===== src/rtl/erase_status_pkg.sv =====
package erase_status_pkg;
  typedef enum logic [1:0] {
    PH_IDLE  = 2'd0,
    PH_WAIT  = 2'd1,
    PH_PREP  = 2'd2,
    PH_ERASE = 2'd3
  } phase_e;
endpackage


===== src/rtl/erase_seq.sv =====
module erase_seq
  import erase_status_pkg::*;
#(
  parameter int WIN_CYC   = 6,
  parameter int PREP_CYC  = 4,
  parameter int ERASE_CYC = 5,
  parameter int MAX_TRIES = 3
) (
  input  logic   clk_i,
  input  logic   rst_ni,
  input  logic   start_i,
  input  logic   abort_i,
  input  logic   fail_i,
  output phase_e phase_o,
  output logic   busy_o,
  output logic   err_o
);
  localparam int MAXC = (WIN_CYC > PREP_CYC) ? ((WIN_CYC > ERASE_CYC) ? WIN_CYC : ERASE_CYC)
                                              : ((PREP_CYC > ERASE_CYC) ? PREP_CYC : ERASE_CYC);
  localparam int CW = $clog2(MAXC + 1);
  localparam int TW = $clog2(MAX_TRIES + 1);

  phase_e        phase_q;
  logic [CW-1:0] cnt_q;
  logic [TW-1:0] tries_q;
  logic          fail_q, err_q;

  always_ff @(posedge clk_i or negedge rst_ni) begin
    if (!rst_ni) begin
      phase_q <= PH_IDLE;
      cnt_q   <= '0;
      tries_q <= '0;
      fail_q  <= 1'b0;
      err_q   <= 1'b0;
    end else if (abort_i) begin
      phase_q <= PH_IDLE;
      cnt_q   <= '0;
      tries_q <= '0;
      err_q   <= 1'b0;
    end else begin
      unique case (phase_q)
        PH_IDLE: if (start_i) begin
          phase_q <= PH_WAIT;
          cnt_q   <= CW'(WIN_CYC - 1);
          tries_q <= '0;
          fail_q  <= fail_i;
        end
        PH_WAIT: if (cnt_q == '0) begin
          phase_q <= PH_PREP;
          cnt_q   <= CW'(PREP_CYC - 1);
        end else cnt_q <= cnt_q - 1'b1;
        PH_PREP: if (cnt_q == '0) begin
          phase_q <= PH_ERASE;
          cnt_q   <= CW'(ERASE_CYC - 1);
        end else cnt_q <= cnt_q - 1'b1;
        PH_ERASE: if (cnt_q == '0) begin
          // verify at end of each attempt
          if (!fail_q) phase_q <= PH_IDLE;
          else if (tries_q == TW'(MAX_TRIES - 1)) begin
            phase_q <= PH_IDLE;
            err_q   <= 1'b1;
          end else begin
            tries_q <= tries_q + 1'b1;
            cnt_q   <= CW'(ERASE_CYC - 1);
          end
        end else cnt_q <= cnt_q - 1'b1;
        default: phase_q <= PH_IDLE;
      endcase
    end
  end

  assign phase_o = phase_q;
  assign busy_o  = (phase_q != PH_IDLE);
  assign err_o   = err_q;


  wait_exit_chk: assert property (@(posedge clk_i) disable iff (!rst_ni)
    (phase_q == PH_WAIT && !abort_i) |=> (phase_q == PH_WAIT || phase_q == PH_PREP));

  err_sticky_chk: assert property (@(posedge clk_i) disable iff (!rst_ni)
    (err_q && !abort_i) |=> err_q);
endmodule


===== src/rtl/status_toggle.sv =====
module status_toggle (
  input  logic clk_i,
  input  logic rst_ni,
  input  logic clr_i,
  input  logic busy_i,
  input  logic rd_i,
  output logic tog_o
);
  logic tog_q;

  always_ff @(posedge clk_i or negedge rst_ni) begin
    if (!rst_ni)             tog_q <= 1'b0;
    else if (clr_i)          tog_q <= 1'b0;
    else if (busy_i && rd_i) tog_q <= ~tog_q;
  end

  assign tog_o = tog_q;


  idle_hold_chk: assert property (@(posedge clk_i) disable iff (!rst_ni)
    (!busy_i && !clr_i) |=> $stable(tog_o));

  read_flip_chk: assert property (@(posedge clk_i) disable iff (!rst_ni)
    (busy_i && rd_i && !clr_i) |=> (tog_o != $past(tog_o)));
endmodule


===== src/rtl/reset_recovery.sv =====
module reset_recovery #(
  parameter int RST_CYC = 7
) (
  input  logic clk_i,
  input  logic rst_ni,
  input  logic clr_i,
  output logic ready_o
);
  localparam int RW = $clog2(RST_CYC + 1);
  logic [RW-1:0] cnt_q;

  always_ff @(posedge clk_i or negedge rst_ni) begin
    if (!rst_ni)            cnt_q <= '0;
    else if (clr_i)         cnt_q <= RW'(RST_CYC);
    else if (cnt_q != '0)   cnt_q <= cnt_q - 1'b1;
  end

  assign ready_o = (cnt_q == '0);


  clr_block_chk: assert property (@(posedge clk_i) disable iff (!rst_ni)
    clr_i |=> !ready_o);
endmodule


===== src/rtl/erase_status_top.sv =====
module erase_status_top
  import erase_status_pkg::*;
#(
  parameter int WIN_CYC   = 6,
  parameter int PREP_CYC  = 4,
  parameter int ERASE_CYC = 5,
  parameter int MAX_TRIES = 3,
  parameter int RST_CYC   = 7
) (
  input  logic       clk_i,
  input  logic       rst_ni,
  input  logic       start_i,
  input  logic       reset_cmd_i,
  input  logic       rd_strobe_i,
  input  logic       force_fail_i,
  output logic [7:0] status_o,
  output logic       busy_o,
  output logic       array_ready_o
);
  phase_e phase;
  logic   busy, err, tog, ready, start_ok;

  assign start_ok = start_i & ~busy & ready & ~reset_cmd_i;

  erase_seq #(
    .WIN_CYC(WIN_CYC), .PREP_CYC(PREP_CYC),
    .ERASE_CYC(ERASE_CYC), .MAX_TRIES(MAX_TRIES)
  ) u_seq (
    .clk_i, .rst_ni, .start_i(start_ok), .abort_i(reset_cmd_i),
    .fail_i(force_fail_i), .phase_o(phase), .busy_o(busy), .err_o(err)
  );

  status_toggle u_tog (
    .clk_i, .rst_ni, .clr_i(reset_cmd_i), .busy_i(busy),
    .rd_i(rd_strobe_i), .tog_o(tog)
  );

  reset_recovery #(.RST_CYC(RST_CYC)) u_rec (
    .clk_i, .rst_ni, .clr_i(reset_cmd_i), .ready_o(ready)
  );

  // error hidden while running
  assign status_o      = {~busy, tog, err & ~busy, 1'b0, ~(phase == PH_WAIT), 3'b000};
  assign busy_o        = busy;
  assign array_ready_o = ready;


  err_masked_chk: assert property (@(posedge clk_i) disable iff (!rst_ni)
    busy_o |-> !status_o[5]);

  no_start_unready_chk: assert property (@(posedge clk_i) disable iff (!rst_ni)
    !array_ready_o |=> !$rose(busy_o));

  abort_idle_chk: assert property (@(posedge clk_i) disable iff (!rst_ni)
    reset_cmd_i |=> (!busy_o && status_o == 8'h88));

  window_on_start_chk: assert property (@(posedge clk_i) disable iff (!rst_ni)
    $rose(busy_o) |-> !status_o[3]);

  spare_zero_chk: assert property (@(posedge clk_i) disable iff (!rst_ni)
    (status_o[4] == 1'b0 && status_o[2:0] == 3'b000));
endmodule


===== config.mk =====
export PLATFORM = sky130hd
export DESIGN_NAME = erase_status_top
export DESIGN_NICKNAME = d
export VERILOG_FILES = /design/src/rtl/erase_status_pkg.sv /design/src/rtl/erase_seq.sv /design/src/rtl/status_toggle.sv /design/src/rtl/reset_recovery.sv /design/src/rtl/erase_status_top.sv
export SDC_FILE = /design/constraint.sdc
export NUM_CORES = 1
export LEC_CHECK = 0
export CAP_MARGIN = 20
export CELL_PAD_IN_SITES_DETAIL_PLACEMENT = 0
export CELL_PAD_IN_SITES_GLOBAL_PLACEMENT = 1
export CORE_ASPECT_RATIO = 0.7
export CORE_MARGIN = 3
export CORE_UTILIZATION = 41
export DETAILED_ROUTE_END_ITERATION = 16
export GPL_TIMING_DRIVEN = 0
export PLACE_DENSITY_LB_ADDON = 0.1
export SYNTH_ARGS = -nofsm -noshare
export SYNTH_HDL_FRONTEND = slang
export SYNTH_SLANG_ARGS = --single-unit

===== constraint.sdc =====
create_clock -name clk_i -period 2.45 [get_ports clk_i]
set_input_delay 0.6125 -clock clk_i [delete_from_list [all_inputs] [get_ports clk_i]]
set_output_delay 0.6125 -clock clk_i [all_outputs]
set_load 0.03 [all_outputs]

-- After elaboration in Yosys (flattened, before gate mapping)
Cells that the tools add are included.
- bits in registers: 13
- input bits: 6
- output and inout bits: 10
- equal/unequal tests: 13
- reduce and logical (&&, ||, !) cells: 18
- multiplexer cells: 31
- $add $sub $neg: 3
- bitwise operators: 8
- operators by type and width (cell ; number):
    two-way mux 3 bit ; 9
    two-way mux 2 bit ; 12
    nonzero test 2 bit ; 7
    != test 3 x 2 -> 1 bit, second input constant ; 4
    one-hot mux 3 bit (4 select lines) ; 1
    AND reduction 5 bit ; 2
    != test 4 bit, second input constant ; 2
    one-hot mux 2 bit (4 select lines) ; 1
    two-way mux 1 bit ; 7
    == test 2 bit, second input constant ; 3
    logical NOT 3 bit ; 2
    != test 3 bit, second input constant ; 2
    AND reduction 3 bit ; 2
    nonzero test 3 bit ; 2
    subtractor 3 x 1 -> 3 bit, second input constant ; 2
    AND 1 bit ; 4
    != test 4 x 3 -> 1 bit, second input constant ; 1
    inverter 1 bit ; 4
    one-hot mux 2 bit (2 select lines) ; 1
    AND reduction 4 bit ; 1
    adder 2 x 1 -> 2 bit, second input constant ; 1
    == test 2 x 1 -> 1 bit, second input constant ; 1
    logical NOT 2 bit ; 1
    logical AND 1 bit ; 1

-- Logic depth before layout (Yosys ltp)
Gate-level depths: netlist (run 1).
- depth in word-level cells: 8
- mapped depth: 7
- gate-level depth less buffers: 6

-- By module
Synthesis (run 1) repeated with hierarchy kept, for this count alone.
- cells, all modules: 104
- area total of the unflattened synthesis: 940.9 um^2
- by module, submodules not included (module ; seq. area each (um^2) ; area each (um^2) ; times used ; cells each):
    erase_seq ; 225.2 ; 636.9 ; 1 ; 73
    reset_recovery ; 75.1 ; 180.2 ; 1 ; 17
    erase_status_top ; 0.0 ; 72.6 ; 1 ; 10
    status_toggle ; 25.0 ; 51.3 ; 1 ; 4

-- Worst setup path after synthesis (run 1)
OpenSTA, ideal clock, no wires.
- path type: register -> output
- from: register u_seq.phase_q[0] (netlist: u_seq.phase_o[0])
- to: output status_o[5]
- cell stages (with the launch flop): 5
- data required time: 1837 ps
- path buffers: 1
- slack: 483 ps
- arrival time: 1355 ps
- cell sequence: dfrtp_1 -> inv_1 -> ha_1 -> buf_2 -> and2_1
- longest elaborated chain between the ends: 3
- RTL lines (what ; RTL line ; text):
    start, declared ; erase_seq.sv:23 ; phase_e phase_q;
    start signal, assigned ; erase_seq.sv:30 ; phase_q <= PH_IDLE;
    start signal, assigned ; erase_seq.sv:36 ; phase_q <= PH_IDLE;
    start signal, assigned ; erase_seq.sv:43 ; phase_q <= PH_WAIT;
    nonzero test 2 bit ; erase_seq.sv:73 ; assign busy_o = (phase_q != PH_IDLE);
    inverter 1 bit ; n/a ;
    named net status_o[7] ; erase_status_top.sv:16 ; output logic [7:0] status_o,
    AND 1 bit ; erase_status_top.sv:43 ; assign status_o = {~busy, tog, err & ~busy, 1'b0, ~(phase == PH_WAIT), 3'b000};
    end, declared ; erase_status_top.sv:16 ;
The timed path passes the listed nets, and every way through them passes these cells.

-- Final worst setup path (run 1)
- from: register u_seq.phase_q[1] (netlist: u_seq.phase_o[1])
- to: output status_o[5]
- longest elaborated chain between the ends: 3
- RTL lines (what ; RTL line):
    nonzero test 2 bit ; erase_seq.sv:73
    inverter 1 bit ; erase_status_top.sv:43
    AND 1 bit ; erase_status_top.sv:43
Every way passes these cells.

==> results of run 1 <==
[area by class of cell]
class | instances | area share [%]
clock buffer | 4 | 2.527
tap | 22 | 2.647
timing repair buffer | 11 | 10.23
buffer | 8 | 5.174
inverter | 11 | 3.971
sequential | 13 | 31.29
multi-input combinational | 64 | 44.16
[cells by family (layout without fill, tap and decap cells)]
| kind of cell | after synthesis | after routing | synth area share (%) |
|---|---|---|---|
| simple gates | 30 | 30 | 19.60 |
| compound gates | 19 | 19 | 17.00 |
| buf+inv | 19 | 34 | 10.95 |
| flops | 13 | 13 | 37.46 |
| fa+ha+maj | 7 | 7 | 10.09 |
| xor+xnor | 2 | 2 | 2.018 |
| mux | 2 | 2 | 2.450 |
| other cells | 1 | 4 | 0.4319 |
[state kept, by name (all words and copies together) (netlist names)]
register / cells
u_seq.tries_q: 2
u_tog.tog_o: 1
u_seq.cnt_q: 3
u_seq.fail_q: 1
u_rec.cnt_q: 3
u_seq.phase_o: 2
u_seq.err_o: 1
[what timing repair did]
action	4_1_cts	5_1_grt
hold endpoints to repair	0	0
endpoints found under the setup margin	3	0
gates resized for setup	3	0
[power by group]
| part | switching (mW) | internal [mW] | leakage (nW) | total [mW] |
|---|---|---|---|---|
| Sequential | 0.0500 | 0.260 | 0.165 | 0.310 |
| Combinational | 0.349 | 0.242 | 0.298 | 0.591 |
| Clock | 0.0668 | 0.0631 | 0.0150 | 0.130 |
| Total | 0.466 | 0.565 | 0.478 | 1.03 |
[metrics by stage]
step / hold WS (ns) / setup slack [ns] / cell area, um2 / power (mW)
floorplan: 0.3169 / 0.4829 / 879.6 / 0.7450
global placement: 0.4645 / 0.1515 / 1017 / 0.9028
detailed placement: 0.4708 / 0.1435 / 1017 / 0.9136
CTS: 0.4809 / 0.09237 / 1040 / 1.041
global route: 0.4948 / 0.01388 / 1040 / 1.113
finish: 0.4787 / 0.1131 / 1040 / 1.031
[path summary, 6_finish.rpt]
kind / start / endpoint / slack (ns) / cells past startpoint
setup / recovery: u_seq.phase_o[1] / status_o[5] / 0.11 / 5
hold / removal: u_seq.tries_q[0] / u_seq.tries_q[0] / 0.48 / 1
max in group asynchronous: rst_ni / u_seq.fail_q / 1.33 / 1
min in group asynchronous: rst_ni / u_seq.phase_o[0] / 0.72 / 1
hold reg to reg: u_seq.tries_q[0] / u_seq.tries_q[0] / 0.48 / 1
setup reg to reg: u_seq.phase_o[1] / u_seq.cnt_q[1] / 0.67 / 7
[Yosys cell counts]
cell | instances | area, um2
nor3_2 | 1 | 10.01
xnor2_1 | 2 | 17.52
conb_1 | 1 | 3.750
o21ai_0 | 1 | 5.000
a21oi_1 | 5 | 25.02
nor2_1 | 7 | 26.28
nor3_1 | 2 | 10.01
a21oi_2 | 1 | 8.760
and3b_1 | 1 | 8.760
o31ai_1 | 2 | 15.01
or3_4 | 1 | 11.26
o21ai_1 | 1 | 5.000
and2_1 | 1 | 6.260
clkbuf_1 | 1 | 3.750
a311oi_1 | 1 | 8.760
dfrtp_1 | 13 | 325.3
mux2_2 | 1 | 11.26
o311ai_0 | 1 | 8.760
a21oi_4 | 1 | 16.27
buf_4 | 6 | 45.04
or2_2 | 1 | 6.260
inv_1 | 11 | 41.29
ha_1 | 7 | 87.58
mux2i_1 | 1 | 10.01
or3_1 | 3 | 18.77
buf_2 | 1 | 5.000
nor2b_1 | 3 | 18.77
nand4b_1 | 1 | 8.760
a41oi_1 | 1 | 8.760
nand3b_1 | 1 | 7.510
a32o_1 | 1 | 10.01
o21ai_2 | 1 | 8.760
nand2b_1 | 3 | 18.77
o22ai_1 | 1 | 6.260
a211oi_2 | 1 | 12.51
nand2_1 | 5 | 18.77
a211o_1 | 1 | 8.760
[critical path, stage by stage, from the launching register on]
cell	delay [ns]
dfrtp_1	0.41
inv_1	0.12
ha_1	0.16
buf_2	0.21
and2_1	0.15
dlygate4sd2_1	0.39
[layer usage]
metal | share of wire, % | vias up
met5 | 0 | -
met4 | 0.73 | 0
met3 | 4.2 | 2
met2 | 43 | 13
met1 | 52 | 291
li1 | - | 345
==> results.toml, run 1 <==
[status]
status = "complete, no violations"

[timing]
rsz0062_at_grt = "no"
finClkSkew_ns = 0.006655
slew_headroom_pct = 58.90
fmax_ghz = 0.4279
finalCritPeriodShare_pct = 95.39
tns_ns = 0
final-setup-viol-count = 0
final-hold-violation-count = 0
worstMarginPinSlew_ns = 0.6146
period_minus_slack_ns = 2.337
slew_viol_final = 0

[floorplanning]
core_um2 = 1936
die_area_um2 = 2715
rows = 13
die_w_um = 61.01
boundaryPins = 16
die_h_um = 44.51
start_util_pct = 44.86

[placed_design]
hpwl_um = 1324
gp_congestion = 0.7182
dp.cells = 129
io_buffers = 11

[global_routing]
grt_usage_pct = 14.21
busiest_layer = "met2"
use_met2_pct = 20.68
grt_pass1_vias = 602
globalRouteOverflowTotal = 0
antenna_found_initial = 0
grtUsageMet1_pct = 19.28
grt_pass1_wl_um = 2732
grt_max_degree = 14
grt_use_met3_pct = 5.248

[clock_tree]
cts_setup_buffers = 0
clock_latency_ns = 0.27
h-tree-depth = 1
clockBufferDepth = 2
cts_tree = "done"
cts_root_buffer = "clkbuf_4"
clkTransAtPathRegs_ns = 0.08
cts_sinks = 13
cts_buffers = 3
ctsHoldBuffers = 0

[yosys]
ys_warn_count = 0
ys_ff_latch = 13
syn_area_um2 = 868.3
netlist_instances = 93
yosys.cell_types.count = 37
syn_area_per_cell_um2 = 9.337
seq_area_frac_synth_pct = 37.46

[final_layout]
mostFrequentLayoutCells = "13 x dfrtp_1, 11 x inv_1, 8 x clkdlybuf4s50_1"
drive_gt1_share_pct = 16.22
stdcell_count = 133
multiInputGateArea_um2 = 459.2
utilization_pct = 53.72
nNetsFinal = 125
regArea_um2 = 325.3
area_growth_pct = 19.74
n_fill_cell = 182
antenna_cells = 0
layout_commonest_cell = "dfrtp_1"

[detailed_routing]
via_per_inst = 4.895
drtPass1Iterations = 4
postRouteAntennaNets = 0
num_vias = 651
detail_route.wl_per_cell_um = 12.40
drc_errors = 0
drt_iter0_markers = 14
routed_wl_um = 1649

[worst_hold_path]
worstHoldPathType = "register to register"

[critical_path]
start_kind = "register"
critPathKind = "register to primary output"
endpoint_kind = "primary output"
critical_path_arrival_ns = 1.72
critical_path_required_ns = 1.84
path_max_fanout = 9

[power]
p_per_area_nw_per_um2 = 991.4
leakage_nw = 0.4781
ir_worst_vdd_uv = 325.9

[run]
cap_violations = 0
(Power assumes the default switching activity.)
==> inputs of run 2 (changes only) <==
--- a/config.mk
+++ b/config.mk
@@ -5,13 +5,15 @@
 export SDC_FILE = /design/constraint.sdc
 export NUM_CORES = 1
 export LEC_CHECK = 0
+export ABC_AREA = 1
 export CAP_MARGIN = 20
 export CELL_PAD_IN_SITES_DETAIL_PLACEMENT = 0
 export CELL_PAD_IN_SITES_GLOBAL_PLACEMENT = 1
 export CORE_ASPECT_RATIO = 0.7
 export CORE_MARGIN = 3
-export CORE_UTILIZATION = 41
+export CORE_UTILIZATION = 39
 export DETAILED_ROUTE_END_ITERATION = 16
+export GPL_ROUTABILITY_DRIVEN = 1
 export GPL_TIMING_DRIVEN = 0
 export PLACE_DENSITY_LB_ADDON = 0.1
 export SYNTH_ARGS = -nofsm -noshare
==> run 2 against run 1 <==
Sequential share of layout area is 1.3 points lower. Highest routed layer unchanged. Routed wire length rose by 7.8%. Largest power group unchanged. Synthesized cell count increased by 32%.
==> results.toml, run 2 <==
[worst_hold_path]
worstHoldPathType = "register to register"

[final_layout]
layout_commonest_cell = "nand2_1"
stdcell_count = 171
area_growth_pct = 19.94
n_fill_cell = 219
top_regs = "u_rec.cnt_q x3, u_seq.cnt_q x3"
antenna_cells = 0
mostFrequentLayoutCells = "33 x nand2_1, 19 x inv_1, 13 x dfrtp_1"
nNetsFinal = 155
drive_gt1_share_pct = 12.77

[placed_design]
io_buffers = 11
hpwl_um = 1441
gp_congestion = 0.7538
dp.cells = 167
dp_slack_ns = 0.2340

[clock_tree]
cts_buffers = 3
clockBufferDepth = 2
cts_tree = "done"
clkTransAtPathRegs_ns = 0.08
cts_setup_buffers = 0
h-tree-depth = 1
cts_root_buffer = "clkbuf_4"
clock_latency_ns = 0.28
cts_sinks = 13

[timing]
tns_ns = 0
slew_headroom_pct = 58.49
rsz0062_at_grt = "no"
finalCritPeriodShare_pct = 94.13
period_minus_slack_ns = 2.306
final-setup-viol-count = 0
setup_ws_ns = 0.1438
finClkSkew_ns = 0.003600
slew_viol_final = 0
final-hold-violation-count = 0
worstMarginPinSlew_ns = 0.6207
fmax_ghz = 0.4336

[floorplanning]
die_w_um = 63.53
core_um2 = 2017
die_h_um = 46.27
boundaryPins = 16
rows = 13
start_util_pct = 44.79
die_area_um2 = 2939

[detailed_routing]
postRouteAntennaNets = 0
detail_route.wl_per_cell_um = 10.40
via_per_inst = 4.602
drc_errors = 0
routed_wl_um = 1778
num_vias = 787
drtPass1Iterations = 4
drt_iter0_markers = 41

[critical_path]
critical_path_required_ns = 1.84
critical_path_arrival_ns = 1.69
start_kind = "register"
crit_top_cell = "inv_1"
max_stage_delay_ns = 0.66
path_cells = "inv_1 > ha_1 > inv_1 > clkdlybuf4s50_1"
slowest_stage = "clkdlybuf4s50_1"
critPathKind = "register to primary output"
endpoint_kind = "primary output"
path_max_fanout = 4

[yosys]
syn_area_um2 = 903.4
synth_common_cells = "33 x nand2_1, 19 x inv_1, 13 x dfrtp_1"
synth.most_common_cell = "nand2_1"
synthTopCellsByArea = "dfrtp_1 36%, nand2_1 14%, ha_1 9.7%"
ys_ff_latch = 13
ys_warn_count = 0
yosys.cell_types.count = 19
synth-main-ff-cell = "dfrtp_1"
synth_top_area_share_pct = 36.01
syn_area_per_cell_um2 = 7.344
synth_edf_count = 0
synth_top_area_cell = "dfrtp_1"
seq_area_frac_synth_pct = 36.01
async_reset_ff_share_pct = 100.0
netlist_instances = 123

[status]
status = "complete, no violations"

[global_routing]
grt_max_degree = 14
globalRouteOverflowTotal = 0
grt_usage_pct = 14.46
antenna_found_initial = 0
grt_pass1_vias = 735
grt_pass1_wl_um = 3160

[power]
leakage_nw = 0.5903
p_per_area_nw_per_um2 = 852.7
ir_worst_vdd_uv = 348.1

[run]
cap_violations = 0
run 2: layer usage:
metal / vias up / part of all wire [%] / track usage (%)
met1: 351 / 47 / 16.79
met5: - / 0 / 0
met4: 0 / 0.56 / 3.863
met3: 2 / 6.9 / 6.098
li1: 411 / - / -
met2: 23 / 46 / 25.10
run 2: repair_timing:
item	CTS	global route
gates resized for setup	4	0
endpoints found under the setup margin	4	0
hold buffers	0	0
run 2: logic make-up (layout without fill, tap and decap cells):
family / after synthesis / after routing / synth area share (%)
compound gates: 9 / 9 / 6.510
xor+xnor: 1 / 1 / 0.9697
fa+ha+maj: 7 / 7 / 9.695
buf+inv: 26 / 41 / 12.88
flops: 13 / 13 / 36.01
other cells: 1 / 4 / 0.4151
simple gates: 66 / 66 / 33.52
run 2: worst paths after layout:
check | start | end | slack [ns] | cells after the start
hold / removal | u_rec.cnt_q[0] | u_rec.cnt_q[0] | 0.48 | 2
max in group asynchronous | rst_ni | u_seq.cnt_q[1] | 1.34 | 1
setup / recovery | u_seq.phase_o[1] | status_o[3] | 0.14 | 4
setup reg to reg | u_seq.phase_o[0] | u_seq.cnt_q[2] | 0.84 | 9
hold reg to reg | u_rec.cnt_q[0] | u_rec.cnt_q[0] | 0.48 | 2
min in group asynchronous | rst_ni | u_seq.err_o | 0.71 | 1
run 2: cell type report:
type | instances | area (um2) | share of cell area, %
Multi-Input combinational cell | 87 | 473.0 | 43.65
Inverter | 21 | 78.83 | 7.275
Timing Repair Buffer | 11 | 105.1 | 9.700
Buffer | 5 | 37.54 | 3.464
Clock buffer | 4 | 26.28 | 2.425
Tap cell | 30 | 37.54 | 3.464
Sequential cell | 13 | 325.3 | 30.02
run 2: per-stage QoR:
stage	hold WS, ns	power (mW)	util [%]	cell area, um2
after floorplan	0.3169	0.6627	-	914.6
after global placement	0.4653	0.8046	52.67	1062
after detailed placement	0.4693	0.8102	52.67	1062
after CTS	0.4899	0.9385	53.72	1084
after global routing	0.5065	1.009	53.72	1084
final	0.4847	0.9239	53.72	1084
run 2: power breakdown:
group          total (mW)  leakage [nW]  switching (mW)  internal, mW
Combinational       0.493         0.416           0.323         0.170
Sequential          0.295         0.159          0.0381         0.257
Clock               0.136        0.0150          0.0727        0.0632
run 2: worst max-delay path: cells and delay by family, from the launching register on:
family                   cells  cell delay [ns]
buffers and inverters        3             0.80
flip-flops                   1             0.40
adder cells (fa/ha/maj)      1             0.20
==> inputs of run 3 (changes only) <==
--- a/config.mk
+++ b/config.mk
@@ -10,7 +10,7 @@
 export CELL_PAD_IN_SITES_DETAIL_PLACEMENT = 0
 export CELL_PAD_IN_SITES_GLOBAL_PLACEMENT = 1
 export CORE_ASPECT_RATIO = 0.7
-export CORE_MARGIN = 3
+export CORE_MARGIN = 4
 export CORE_UTILIZATION = 39
 export DETAILED_ROUTE_END_ITERATION = 16
 export GPL_ROUTABILITY_DRIVEN = 1
==> run 3 against run 2 <==
Sequential share of layout area down 0.17 points. Critical endpoint unchanged. Largest power group unchanged. Highest routed layer unchanged. Register-to-register slack about the same. First-iteration DRC count down 56%. Critical path type unchanged.
==> results.toml, run 3 (synthesis results as in run 2) <==
[global_routing]
grt_pass1_vias = 706
globalRouteOverflowTotal = 0
antenna_found_initial = 0
grt_max_degree = 14
grt_pass1_wl_um = 3187
grt_usage_pct = 13.68

[final_layout]
utilization_pct = 50.17
n_fill_cell = 237
multiInputGateArea_um2 = 473.0
antenna_cells = 0
fin_area_um2 = 1090
regArea_um2 = 325.3
area_growth_pct = 20.64
top_regs = "u_rec.cnt_q x3, u_seq.cnt_q x3"
layout_commonest_cell = "nand2_1"
mostFrequentLayoutCells = "33 x nand2_1, 19 x inv_1, 13 x dfrtp_1"
nNetsFinal = 155
drive_gt1_share_pct = 12.77

[timing]
worstMarginPinSlew_ns = 0.6417
fmax_ghz = 0.4310
finClkSkew_ns = 0.001829
period_minus_slack_ns = 2.320
finalCritPeriodShare_pct = 94.70
slew_viol_final = 0
tns_ns = 0
final-hold-violation-count = 0
final-setup-viol-count = 0
slew_headroom_pct = 57.09
rsz0062_at_grt = "no"

[clock_tree]
cts_buffers = 3
clockBufferDepth = 2
clkTransAtPathRegs_ns = 0.08
cts_tree = "done"
cts_setup_buffers = 0
h-tree-depth = 1
cts_root_buffer = "clkbuf_4"
clock_latency_ns = 0.27
cts_sinks = 13
ctsHoldBuffers = 0

[critical_path]
rr_endpoint = "u_seq.cnt_q[2]"
r2r_cells = 9
crit_top_cell = "inv_1"
start_kind = "register"
rrSetupSlack_ns = 0.85
critical_path_required_ns = 1.84
startpoint = "u_seq.phase_o[1]"
slowest_stage = "clkdlybuf4s50_1"
cp_top_family = "buffers and inverters"
r2r-start = "u_seq.phase_o[0]"
max_stage_delay_ns = 0.67
critical_path_arrival_ns = 1.71
path_max_fanout = 4
critPathKind = "register to primary output"
endpoint = "status_o[3]"
path_cells = "inv_1 > ha_1 > inv_1 > clkdlybuf4s50_1"
cp.depth = 4
cp_num_buf_inv = 3
endpoint_kind = "primary output"

[detailed_routing]
detail_route.wl_per_cell_um = 11.12
drt_iter0_markers = 18
num_vias = 795
drc_errors = 0
routed_wl_um = 1923
drtPass1Iterations = 6
postRouteAntennaNets = 0
via_per_inst = 4.595

[run]
cap_violations = 0

[power]
leakage_nw = 0.5969
ir_worst_vdd_uv = 446.0
fin_total_pwr_mw = 0.9326
p_per_area_nw_per_um2 = 855.8

[floorplanning]
die_w_um = 65.53
die_area_um2 = 3163
core_um2 = 2172
start_util_pct = 41.59
boundaryPins = 16
die_h_um = 48.27
rows = 14

[placed_design]
hpwl_um = 1512
gp_congestion = 0.7790
placed_cell_area_um2 = 1065
io_buffers = 11

[worst_hold_path]
worstHoldPathType = "register to register"
whs_path_depth = 2
hold_start = "u_seq.tries_q[1]"

[status]
status = "complete, no violations"
-- run 3: how the worst min path moves through the flow --
stage / end / slack [ns]
after detailed placement: u_seq.tries_q[1] / 0.47
after global routing: u_rec.cnt_q[0] / 0.53
final: u_seq.tries_q[1] / 0.49
after CTS: u_seq.tries_q[1] / 0.49
after floorplan: u_rec.cnt_q[0] / 0.32
after global placement: u_seq.tries_q[1] / 0.46
-- run 3: repair_timing --
action	4_1_cts	5_1_grt
cloned	0	0
endpoints found under the setup margin	3	1
gates resized for setup	3	1
-- run 3: stage by stage --
stage	setup WS [ns]	std cells	hold slack [ns]
floorplan	0.6381	126	0.3169
global placement	0.2428	169	0.4641
detailed placement	0.2328	169	0.4728
CTS	0.01249	173	0.4928
global route	0.06344	173	0.5276
finish	0.1298	173	0.4880
-- run 3: where the power goes --
group          switching, mW  internal, mW  total, mW  leakage [nW]
clock network         0.0716        0.0631      0.135        0.0150
registers             0.0395         0.257      0.297         0.159
logic                  0.327         0.174      0.501         0.423
-- run 3: layer usage --
layer  part of all wire [%]  vias up  GRT usage (%)
met5                      0        -              0
met4                   0.52        0          2.479
met3                    4.8        2          5.069
met2                     48       17          23.14
met1                     46      361          17.34
li1                       -      415              -
-- run 3: cell type report --
cell class | count | share of cell area (%)
Sequential cell | 13 | 29.85
Tap cell | 32 | 3.674
Clock buffer | 4 | 2.411
Timing Repair Buffer | 11 | 9.988
Buffer | 5 | 3.444
Multi-Input combinational cell | 87 | 43.40
Inverter | 21 | 7.233
-- run 3: worst min-delay path, cell delays in order (launching register included) --
cell and delay [ns]:
dfrtp_1 0.36, nand2_1 0.05, nand2_1 0.05
